===== config.mk =====
export PLATFORM = sky130hd
export DESIGN_NAME = tap_port
export DESIGN_NICKNAME = d
export VERILOG_FILES = /design/src/rtl/tap_pkg.sv /design/src/rtl/tap_fsm.sv /design/src/rtl/tap_ir.sv /design/src/rtl/tap_dr.sv /design/src/rtl/tap_port.sv
export SDC_FILE = /design/constraint.sdc
export NUM_CORES = 1
export LEC_CHECK = 0
export CORE_MARGIN = 5
export CORE_UTILIZATION = 45
export CTS_CLUSTER_SIZE = 30
export DETAILED_ROUTE_END_ITERATION = 10
export SETUP_SLACK_MARGIN = 0.5
export SLEW_MARGIN = 20
export SYNTH_ARGS = -nofsm -noshare
export SYNTH_HDL_FRONTEND = slang
export SYNTH_HIERARCHICAL = 1
export SYNTH_SLANG_ARGS = --single-unit

===== constraint.sdc =====
create_clock -name tck -period 4.8 [get_ports tck]
set_input_delay 0.96 -clock tck [delete_from_list [all_inputs] [get_ports tck]]
set_output_delay 0.96 -clock tck [all_outputs]
set_load 0.05 [all_outputs]

===== src/rtl/tap_pkg.sv =====
`timescale 1ns/1ps
// tap_pkg: shared types for the test access port.
// Holds the controller state encoding, the instruction codes and the
// decode from an instruction to the data register it places in the path.
package tap_pkg;

    localparam int IR_W = 3;
    localparam int ID_W = 32;

    typedef enum logic [3:0] {
        ST_RESET   = 4'd0,
        ST_IDLE    = 4'd1,
        ST_SEL_DR  = 4'd2,
        ST_CAP_DR  = 4'd3,
        ST_SH_DR   = 4'd4,
        ST_EX1_DR  = 4'd5,
        ST_PA_DR   = 4'd6,
        ST_EX2_DR  = 4'd7,
        ST_UPD_DR  = 4'd8,
        ST_SEL_IR  = 4'd9,
        ST_CAP_IR  = 4'd10,
        ST_SH_IR   = 4'd11,
        ST_EX1_IR  = 4'd12,
        ST_PA_IR   = 4'd13,
        ST_EX2_IR  = 4'd14,
        ST_UPD_IR  = 4'd15
    } tap_state_e;

    localparam logic [IR_W-1:0] INS_EXTEST     = 3'b000;
    localparam logic [IR_W-1:0] INS_IDCODE     = 3'b001;
    localparam logic [IR_W-1:0] INS_SAMPLE_Z   = 3'b010;
    localparam logic [IR_W-1:0] INS_SAMPLE_PRE = 3'b100;
    localparam logic [IR_W-1:0] INS_BYPASS     = 3'b111;

    // Fixed value loaded into the instruction shift stage at Capture-IR.
    localparam logic [IR_W-1:0] IR_CAPTURE_VAL = 3'b001;

    typedef enum logic [1:0] {
        DR_BYPASS   = 2'd0,
        DR_IDENT    = 2'd1,
        DR_BOUNDARY = 2'd2
    } dr_sel_e;

    // Maps an instruction to its data register; unlisted codes bypass.
    function automatic dr_sel_e dr_decode(input logic [IR_W-1:0] ins);
        dr_sel_e sel;
        case (ins)
            INS_IDCODE:     sel = DR_IDENT;
            INS_EXTEST,
            INS_SAMPLE_Z,
            INS_SAMPLE_PRE: sel = DR_BOUNDARY;
            default:        sel = DR_BYPASS;
        endcase
        return sel;
    endfunction

endpackage


===== src/rtl/tap_fsm.sv =====
`timescale 1ns/1ps
// tap_fsm: the sixteen-state test controller.
// Steps on each rising tck edge according to tms. Assumes rst_n is
// synchronous to tck; reset and five tms-high edges both reach ST_RESET.
module tap_fsm
    import tap_pkg::*;
(
    input  logic       tck,
    input  logic       rst_n,
    input  logic       tms,
    output tap_state_e state
);

    tap_state_e nxt;

    // Next-state choice for every state of the diagram.
    always_comb begin
        case (state)
            ST_RESET:  nxt = tms ? ST_RESET  : ST_IDLE;
            ST_IDLE:   nxt = tms ? ST_SEL_DR : ST_IDLE;
            ST_SEL_DR: nxt = tms ? ST_SEL_IR : ST_CAP_DR;
            ST_CAP_DR: nxt = tms ? ST_EX1_DR : ST_SH_DR;
            ST_SH_DR:  nxt = tms ? ST_EX1_DR : ST_SH_DR;
            ST_EX1_DR: nxt = tms ? ST_UPD_DR : ST_PA_DR;
            ST_PA_DR:  nxt = tms ? ST_EX2_DR : ST_PA_DR;
            ST_EX2_DR: nxt = tms ? ST_UPD_DR : ST_SH_DR;
            ST_UPD_DR: nxt = tms ? ST_SEL_DR : ST_IDLE;
            ST_SEL_IR: nxt = tms ? ST_RESET  : ST_CAP_IR;
            ST_CAP_IR: nxt = tms ? ST_EX1_IR : ST_SH_IR;
            ST_SH_IR:  nxt = tms ? ST_EX1_IR : ST_SH_IR;
            ST_EX1_IR: nxt = tms ? ST_UPD_IR : ST_PA_IR;
            ST_PA_IR:  nxt = tms ? ST_EX2_IR : ST_PA_IR;
            ST_EX2_IR: nxt = tms ? ST_UPD_IR : ST_SH_IR;
            ST_UPD_IR: nxt = tms ? ST_SEL_DR : ST_IDLE;
            default:   nxt = ST_RESET;
        endcase
    end

    // State register with synchronous reset.
    always_ff @(posedge tck) begin
        if (!rst_n) state <= ST_RESET;
        else        state <= nxt;
    end

    AST_RESET_TO_TLR: assert property (@(posedge tck) disable iff (!rst_n)
        $rose(rst_n) |-> state == ST_RESET);

    AST_FIVE_TMS_RESET: assert property (@(posedge tck) disable iff (!rst_n)
        (tms && $past(tms, 1) && $past(tms, 2) && $past(tms, 3) && $past(tms, 4))
        |=> state == ST_RESET);

endmodule


===== src/rtl/tap_ir.sv =====
`timescale 1ns/1ps
// tap_ir: instruction shift stage and active instruction.
// The shift stage captures and shifts on rising tck; the active copy is
// loaded on falling tck, with IDCODE in reset and the shifted value in
// Update-IR. Assumes the controller state is registered on rising tck.
module tap_ir
    import tap_pkg::*;
(
    input  logic            tck,
    input  logic            rst_n,
    input  logic            tdi,
    input  tap_state_e      state,
    output logic [IR_W-1:0] ir_active,
    output logic            ir_lsb
);

    logic [IR_W-1:0] ir_sr;

    // Shift stage: fixed capture pattern, MSB-in shifting.
    always_ff @(posedge tck) begin
        if (!rst_n) begin
            ir_sr <= IR_CAPTURE_VAL;
        end else begin
            case (state)
                ST_CAP_IR: ir_sr <= IR_CAPTURE_VAL;
                ST_SH_IR:  ir_sr <= {tdi, ir_sr[IR_W-1:1]};
                default:   ir_sr <= ir_sr;
            endcase
        end
    end

    // Active instruction: reset value or update, on the falling edge.
    always_ff @(negedge tck) begin
        if (state == ST_RESET)       ir_active <= INS_IDCODE;
        else if (state == ST_UPD_IR) ir_active <= ir_sr;
    end

    assign ir_lsb = ir_sr[0];

    AST_IR_IDCODE_IN_RESET: assert property (@(posedge tck) disable iff (!rst_n)
        state == ST_RESET |-> ir_active == INS_IDCODE);

    AST_IR_HOLDS_OUTSIDE_UPDATE: assert property (@(posedge tck) disable iff (!rst_n)
        (state != ST_UPD_IR && state != ST_RESET) |-> $stable(ir_active));

endmodule


===== src/rtl/tap_dr.sv =====
`timescale 1ns/1ps
// tap_dr: the data registers (bypass, identification, boundary stub).
// Only the register chosen by dr_sel captures or shifts. The boundary hold
// stage loads on falling tck in Update-DR under a boundary instruction.
// Assumes dr_sel is stable across the rising edges of a capture/shift.
module tap_dr
    import tap_pkg::*;
#(
    parameter int          BSR_LEN  = 8,
    parameter logic [31:0] ID_VALUE = 32'h1234_5679
) (
    input  logic               tck,
    input  logic               rst_n,
    input  logic               tdi,
    input  tap_state_e         state,
    input  dr_sel_e            dr_sel,
    input  logic [BSR_LEN-1:0] bsr_pins,
    output logic               dr_lsb,
    output logic [BSR_LEN-1:0] bsr_hold
);

    localparam logic [ID_W-1:0] ID_CAPTURE = {ID_VALUE[ID_W-1:1], 1'b1};

    logic               byp_q;
    logic [ID_W-1:0]    id_sr;
    logic [BSR_LEN-1:0] bsr_sr;

    logic cap_en, sh_en;
    assign cap_en = (state == ST_CAP_DR);
    assign sh_en  = (state == ST_SH_DR);

    // Bypass cell: clears on capture, passes tdi when shifting.
    always_ff @(posedge tck) begin
        if (!rst_n)                                 byp_q <= 1'b0;
        else if (dr_sel == DR_BYPASS && cap_en)     byp_q <= 1'b0;
        else if (dr_sel == DR_BYPASS && sh_en)      byp_q <= tdi;
    end

    // Identification register: loads the ID word, shifts MSB-in.
    always_ff @(posedge tck) begin
        if (!rst_n)                                 id_sr <= ID_CAPTURE;
        else if (dr_sel == DR_IDENT && cap_en)      id_sr <= ID_CAPTURE;
        else if (dr_sel == DR_IDENT && sh_en)       id_sr <= {tdi, id_sr[ID_W-1:1]};
    end

    // Boundary shift stage; the single-cell case has no slice to shift.
    generate
        if (BSR_LEN == 1) begin : g_bsr_one
            // One-cell boundary register.
            always_ff @(posedge tck) begin
                if (!rst_n)                              bsr_sr <= '0;
                else if (dr_sel == DR_BOUNDARY && cap_en) bsr_sr <= bsr_pins;
                else if (dr_sel == DR_BOUNDARY && sh_en)  bsr_sr <= tdi;
            end
        end else begin : g_bsr_wide
            // Multi-cell boundary register, MSB-in shifting.
            always_ff @(posedge tck) begin
                if (!rst_n)                              bsr_sr <= '0;
                else if (dr_sel == DR_BOUNDARY && cap_en) bsr_sr <= bsr_pins;
                else if (dr_sel == DR_BOUNDARY && sh_en)  bsr_sr <= {tdi, bsr_sr[BSR_LEN-1:1]};
            end
        end
    endgenerate

    // Boundary hold stage, updated on the falling edge in Update-DR.
    always_ff @(negedge tck) begin
        if (!rst_n)                                          bsr_hold <= '0;
        else if (state == ST_UPD_DR && dr_sel == DR_BOUNDARY) bsr_hold <= bsr_sr;
    end

    // Serial output of the selected register.
    always_comb begin
        case (dr_sel)
            DR_IDENT:    dr_lsb = id_sr[0];
            DR_BOUNDARY: dr_lsb = bsr_sr[0];
            default:     dr_lsb = byp_q;
        endcase
    end

    AST_ID_LSB_SET: assert property (@(posedge tck) disable iff (!rst_n)
        (cap_en && dr_sel == DR_IDENT) |=> id_sr[0]);

    AST_HOLD_ONLY_AT_UPDATE: assert property (@(posedge tck) disable iff (!rst_n)
        (state != ST_UPD_DR && $past(rst_n)) |-> $stable(bsr_hold));

endmodule


===== src/rtl/tap_port.sv =====
`timescale 1ns/1ps
// tap_port: top of the test access port.
// Connects controller, instruction and data registers, selects the serial
// source and re-times tdo and its enable onto falling tck. Assumes all
// inputs are synchronous to tck and rst_n is active low.
module tap_port
    import tap_pkg::*;
#(
    parameter int          BSR_LEN  = 8,
    parameter logic [31:0] ID_VALUE = 32'h1234_5679
) (
    input  logic               tck,
    input  logic               rst_n,
    input  logic               tms,
    input  logic               tdi,
    input  logic [BSR_LEN-1:0] bsr_pins,
    output logic               tdo,
    output logic               tdo_en,
    output logic [BSR_LEN-1:0] bsr_hold
);

    tap_state_e      state;
    logic [IR_W-1:0] ir_active;
    logic            ir_lsb;
    logic            dr_lsb;
    dr_sel_e         dr_sel;
    logic            tdo_src;
    logic            in_shift;

    tap_fsm u_fsm (
        .tck   (tck),
        .rst_n (rst_n),
        .tms   (tms),
        .state (state)
    );

    tap_ir u_ir (
        .tck       (tck),
        .rst_n     (rst_n),
        .tdi       (tdi),
        .state     (state),
        .ir_active (ir_active),
        .ir_lsb    (ir_lsb)
    );

    assign dr_sel = dr_decode(ir_active);

    tap_dr #(
        .BSR_LEN  (BSR_LEN),
        .ID_VALUE (ID_VALUE)
    ) u_dr (
        .tck      (tck),
        .rst_n    (rst_n),
        .tdi      (tdi),
        .state    (state),
        .dr_sel   (dr_sel),
        .bsr_pins (bsr_pins),
        .dr_lsb   (dr_lsb),
        .bsr_hold (bsr_hold)
    );

    // Serial source: instruction path in Shift-IR, data path otherwise.
    always_comb begin
        in_shift = (state == ST_SH_IR) || (state == ST_SH_DR);
        tdo_src  = (state == ST_SH_IR) ? ir_lsb : dr_lsb;
    end

    // Falling-edge output stage for tdo and its enable.
    always_ff @(negedge tck) begin
        if (!rst_n) begin
            tdo    <= 1'b0;
            tdo_en <= 1'b0;
        end else begin
            tdo    <= tdo_src;
            tdo_en <= in_shift;
        end
    end

    AST_TDO_EN_IN_SHIFT: assert property (@(posedge tck) disable iff (!rst_n)
        tdo_en |-> (state == ST_SH_DR || state == ST_SH_IR));

endmodule


Word-level counts from Yosys, hierarchy flattened:

Cells that the tools add are included.

* register bits after elaboration: 61
* bits of input ports: 12
* output and inout bits: 10
* word-level logic and storage cells: 68

* equality and inequality tests: 20
* muxes and demuxes: 19
* bitwise logic cells: 1
* reductions and logical operators: 19

Operators by type and width (count)
* $pmux W4 S12: 1
* $eq A4 B4 Y1 const B: 8
* $eq A4 B3 Y1 const B: 4
* $mux W4: 4
* $mux W8: 2
* $eq A4 B2 Y1 const B: 2
* $reduce_or A2 Y1: 4
* $logic_and A1 B1 Y1: 7
* $mux W2: 3
* $mux W3: 2
* $pmux W3 S2: 1
* $reduce_or A3 Y1: 2
* $eq A4 B1 Y1 const B: 1
* $logic_not A4 Y1: 1
* $mux W1: 4
* $pmux W2 S2: 1
* $reduce_bool A2 Y1: 2
* $eq A3 B1 Y1 const B: 1
* $eq A3 B2 Y1 const B: 1
* $eq A3 B3 Y1 const B: 1
* $logic_not A3 Y1: 1
* $eq A2 B1 Y1 const B: 1
* $eq A2 B2 Y1 const B: 1
* $logic_not A2 Y1: 1
* 3 further kinds: 3

Longest topological paths before layout:

Gate-level depths: netlist (run 1).

* depth in word-level cells: 7
* gate-level depth with buffers: 8
* mapped depth without buffers: 7

Modules after synthesis:

The synthesis (run 1) kept the hierarchy.

By module, submodules not included
* tap_dr: times used 1, cells each 226, area an instance 2020.7 µm², sequential area each 980.9 µm²
* tap_fsm: times used 1, cells each 38, area an instance 315.3 µm², sequential area each 80.1 µm²
* tap_ir: times used 1, cells each 31, area an instance 270.3 µm², sequential area each 120.1 µm²
* tap_port: times used 1, cells each 11, area an instance 106.4 µm², sequential area each 40.0 µm²

==> results of run 1 <==
[worst paths after layout]
check / from / endpoint / cells after the start / slack, ns
worst min-delay path: u_dr/id_sr[17] / u_dr/id_sr[16] / 2 / 0.45
worst min register to register: u_dr/id_sr[17] / u_dr/id_sr[16] / 2 / 0.45
worst max register to register: u_ir/ir_active[0] / u_dr/bsr_sr[3] / 6 / 0.71
worst max-delay path: u_dr/bsr_hold[3] / bsr_hold[3] / 1 / 0.55
[worst min-delay path: stages, from the launching register on]
cell,delay [ns]
dfxtp_1,0.31
nand2_1,0.05
a21oi_1,0.05
[sequential cells by signal, summed over array words and instances (netlist names)]
name            count
tdo                 1
tdo_en              1
u_dr/bsr_hold       8
u_dr/bsr_sr         8
u_dr/byp_q          1
u_dr/id_sr         32
u_fsm/state         4
u_ir/ir_active      3
u_ir/ir_sr          3
[metal layers]
layer	track usage (%)	wire length [µm]
met3	6.40	233
met4	5.44	70
met5	0	0
met2	22.5	2420
met1	18.8	2370
[cell families (layout without fill, tap and decap cells)]
group | count (synthesis) | count (layout)
AOI/OAI and AO/OA | 55 | 55
xor gates and xnor gates | 1 | 1
adders and majority gates | 4 | 4
buffers and inverters | 28 | 64
DFF | 61 | 61
muxes | 17 | 17
and+or+nand+nor | 140 | 140
[final cells by class]
cell class	instances	area share, %
flip-flops and latches	61	38.4
clock inverters	17	3.41
repair buffers	29	8.51
multi-input cells	217	41.4
inverters	7	0.824
clock buffers	11	4.55
well taps	75	2.94
[timing repair]
action	CTS	global route
buffers inserted	0	0
endpoints found under the setup margin	0	7
hold buffers	0	0
endpoints found under the hold margin	0	0
gates resized for setup	0	9
[stage by stage]
stage | utilization (%) | std cells | power (µW) | setup slack [ns]
after floorplan | - | 306 | 606 | 0.838
after global placement | 49.6 | 392 | 628 | 0.411
after detailed placement | 49.6 | 392 | 629 | 0.358
after CTS | 53.7 | 417 | 1120 | 0.511
after global routing | 54.2 | 417 | 1170 | 0.489
final | 54.2 | 417 | 1100 | 0.546
[layout by cell type, fill, tap and decap left out, types with 10 or more instances in the layout]
master           instances
buf_4                   11
nand3_1                 19
clkbuf_8                10
inv_1                   17
clkdlybuf4s50_1         11
a21oi_1                 25
dfxtp_1                 59
mux2i_1                 17
nand2_1                 80
[power by group]
part	internal (µW)	leakage, µW	switching [µW]	total (µW)
clock network	296	0.000178	211	506
logic	32.6	0.000721	45.6	78.2
registers	515	0.000494	4.14	519
==> metrics.md, run 1 <==
| Metric | Value |
|---|---|
| Main synth FF type | `dfxtp_1` |
| Slowest-stage cell, CP | `dfxtp_1` |
| Final Wtd Congestion | `0.743` |
| Max Slew Vio Count | `0` |
| CP Capture Type | `output port` |
| Startpoint Class | `flop` |
| N_diodes | `0` |
| Drt total wl | `5090 µm` |
| Final setup violation count | `0` |
| Share of the synthesized area in the top cell type | `45.0%` |
| Skew final | `0.0463 ns` |
| Post-synth ARST share | `0%` |
| Syn nets | `322` |
| Area of the multi-input gates | `1320 µm²` |
| Clk sink count | `61` |
| Status | `completed` |
| CP bufs+invs | `1` |
| Share of layout cells above drive strength 1 | `14.3%` |
| Synth warn | `6` |
| Clk_lat worst skew | `around 0.37 ns` |
| Static Leak | `0.00139 µW` |
| CP Class | `reg -> out` |
| Gr usage total | `between 10% and 20%` |
| Cell Area, Placed | `2920 µm²` |
| DRT Pass-1 Iters | `4` |
| Vias in the first global route | `1938` |
| Maxcap violations | `0` |
| Die X | `87.6 µm` |
| Hold WS | `0.452 ns` |
| Wire length per cell | `12.2 µm` |
| Main combinational cell family by area after synthesis | `simple AND/OR/NAND/NOR gates` |
| Final Cell Area | `3190 µm²` |
| Critical path arrival | `3.29 ns` |
| Final setup TNS | `0 ns` |
| Xor/xnor share of the synthesized area | `less than 1%` |
| Placeable Area | `around 5900 µm²` |
| DRC violations left | `0` |
| Final hold violations | `0` |
| Top Ports | `22` |
| Synth top area cells | `dfxtp_1 45%, nand2_1 11%, mux2i_1 6.3%` |
| # nets final | `~350` |
| Cell Chain, Critical Path | `buf_4` |
| CTS tree | `done` |
| DR iter-0 viols | `67` |
| Starting Density | `46.1%` |
| Gr ovfl total | `0` |
| Synth Area in Compound Gates | `14.1%` |
| Clock transition at the registers of the reported paths | `0.06 ns` |
| Global-route wire length before repair | `8840 µm` |
| Most numerous cell in the Yosys netlist | `nand2_1` |
| Area Overhead vs Synth | `17.6%` |
| Area leader, netlist | `dfxtp_1` |
| Relative slew slack | `59.6%` |
| Syn_area_per_cell | `8.86 µm²` |
| Die ar. | `a little under 8000 µm²` |
| Sequential area share after synthesis | `45.0%` |
| Maximum vdd drop | `0.202 mV` |
| Pwr Density | `approximately 350 nW/µm²` |
| Vias per cell | `~5.1` |
| Clk root buf | `clkbuf_8` |
| Register Area | `1220 µm²` |
| Synth cell count leaders | `80 x nand2_1, 61 x dfxtp_1, 25 x a21oi_1` |
| Least-Margin Pin Slew | `0.605 ns` |
| Post-synth EDFFs | `0` |
| Largest net degree at the start of global routing | `33` |
| Std-Cell Rows | `28` |
| Syn Inst Count | `306` |
| Hold crit path type | `reg -> reg` |
| # port buffers | `21` |
| Mapped cell area | `between 2000 and 3000 µm²` |
| H-tree levels | `3` |
| HPWL Detailed | `3320 µm` |
| Post-synthesis mux area share | `about 6.3%` |
| Synth Area in Simple Gates | `~26%` |
| Crit path max fanout | `2` |
| Post-Synth Adder-Cell Area | `1.85%` |
| Synth Register Bits | `61` |
| CTS max path bufs | `2` |
| Crit-path max cell delay | `0.33 ns` |
| Initial antenna violation count | `0` |
| Worst EP required | `between 3 and 4 ns` |
| Routed Antenna Nets | `0` |
| Die height | `87.6 µm` |
| Vias | `2140` |
| Critical path's top delay family | `flip-flops` |
| Total CTS buffers | `9` |
| Yosys cell types | `53` |
| RSZ-0062 raised after global routing | `yes` |
| Number of fill cells | `579` |
No activity file was read; power rests on OpenSTA's default activity.
==> inputs of run 2 (changes only) <==
- HOLD_SLACK_MARGIN: default -> 0.15
==> results of run 2 <==
No change in the layout: final DEF, timing and power equal those of run 1.
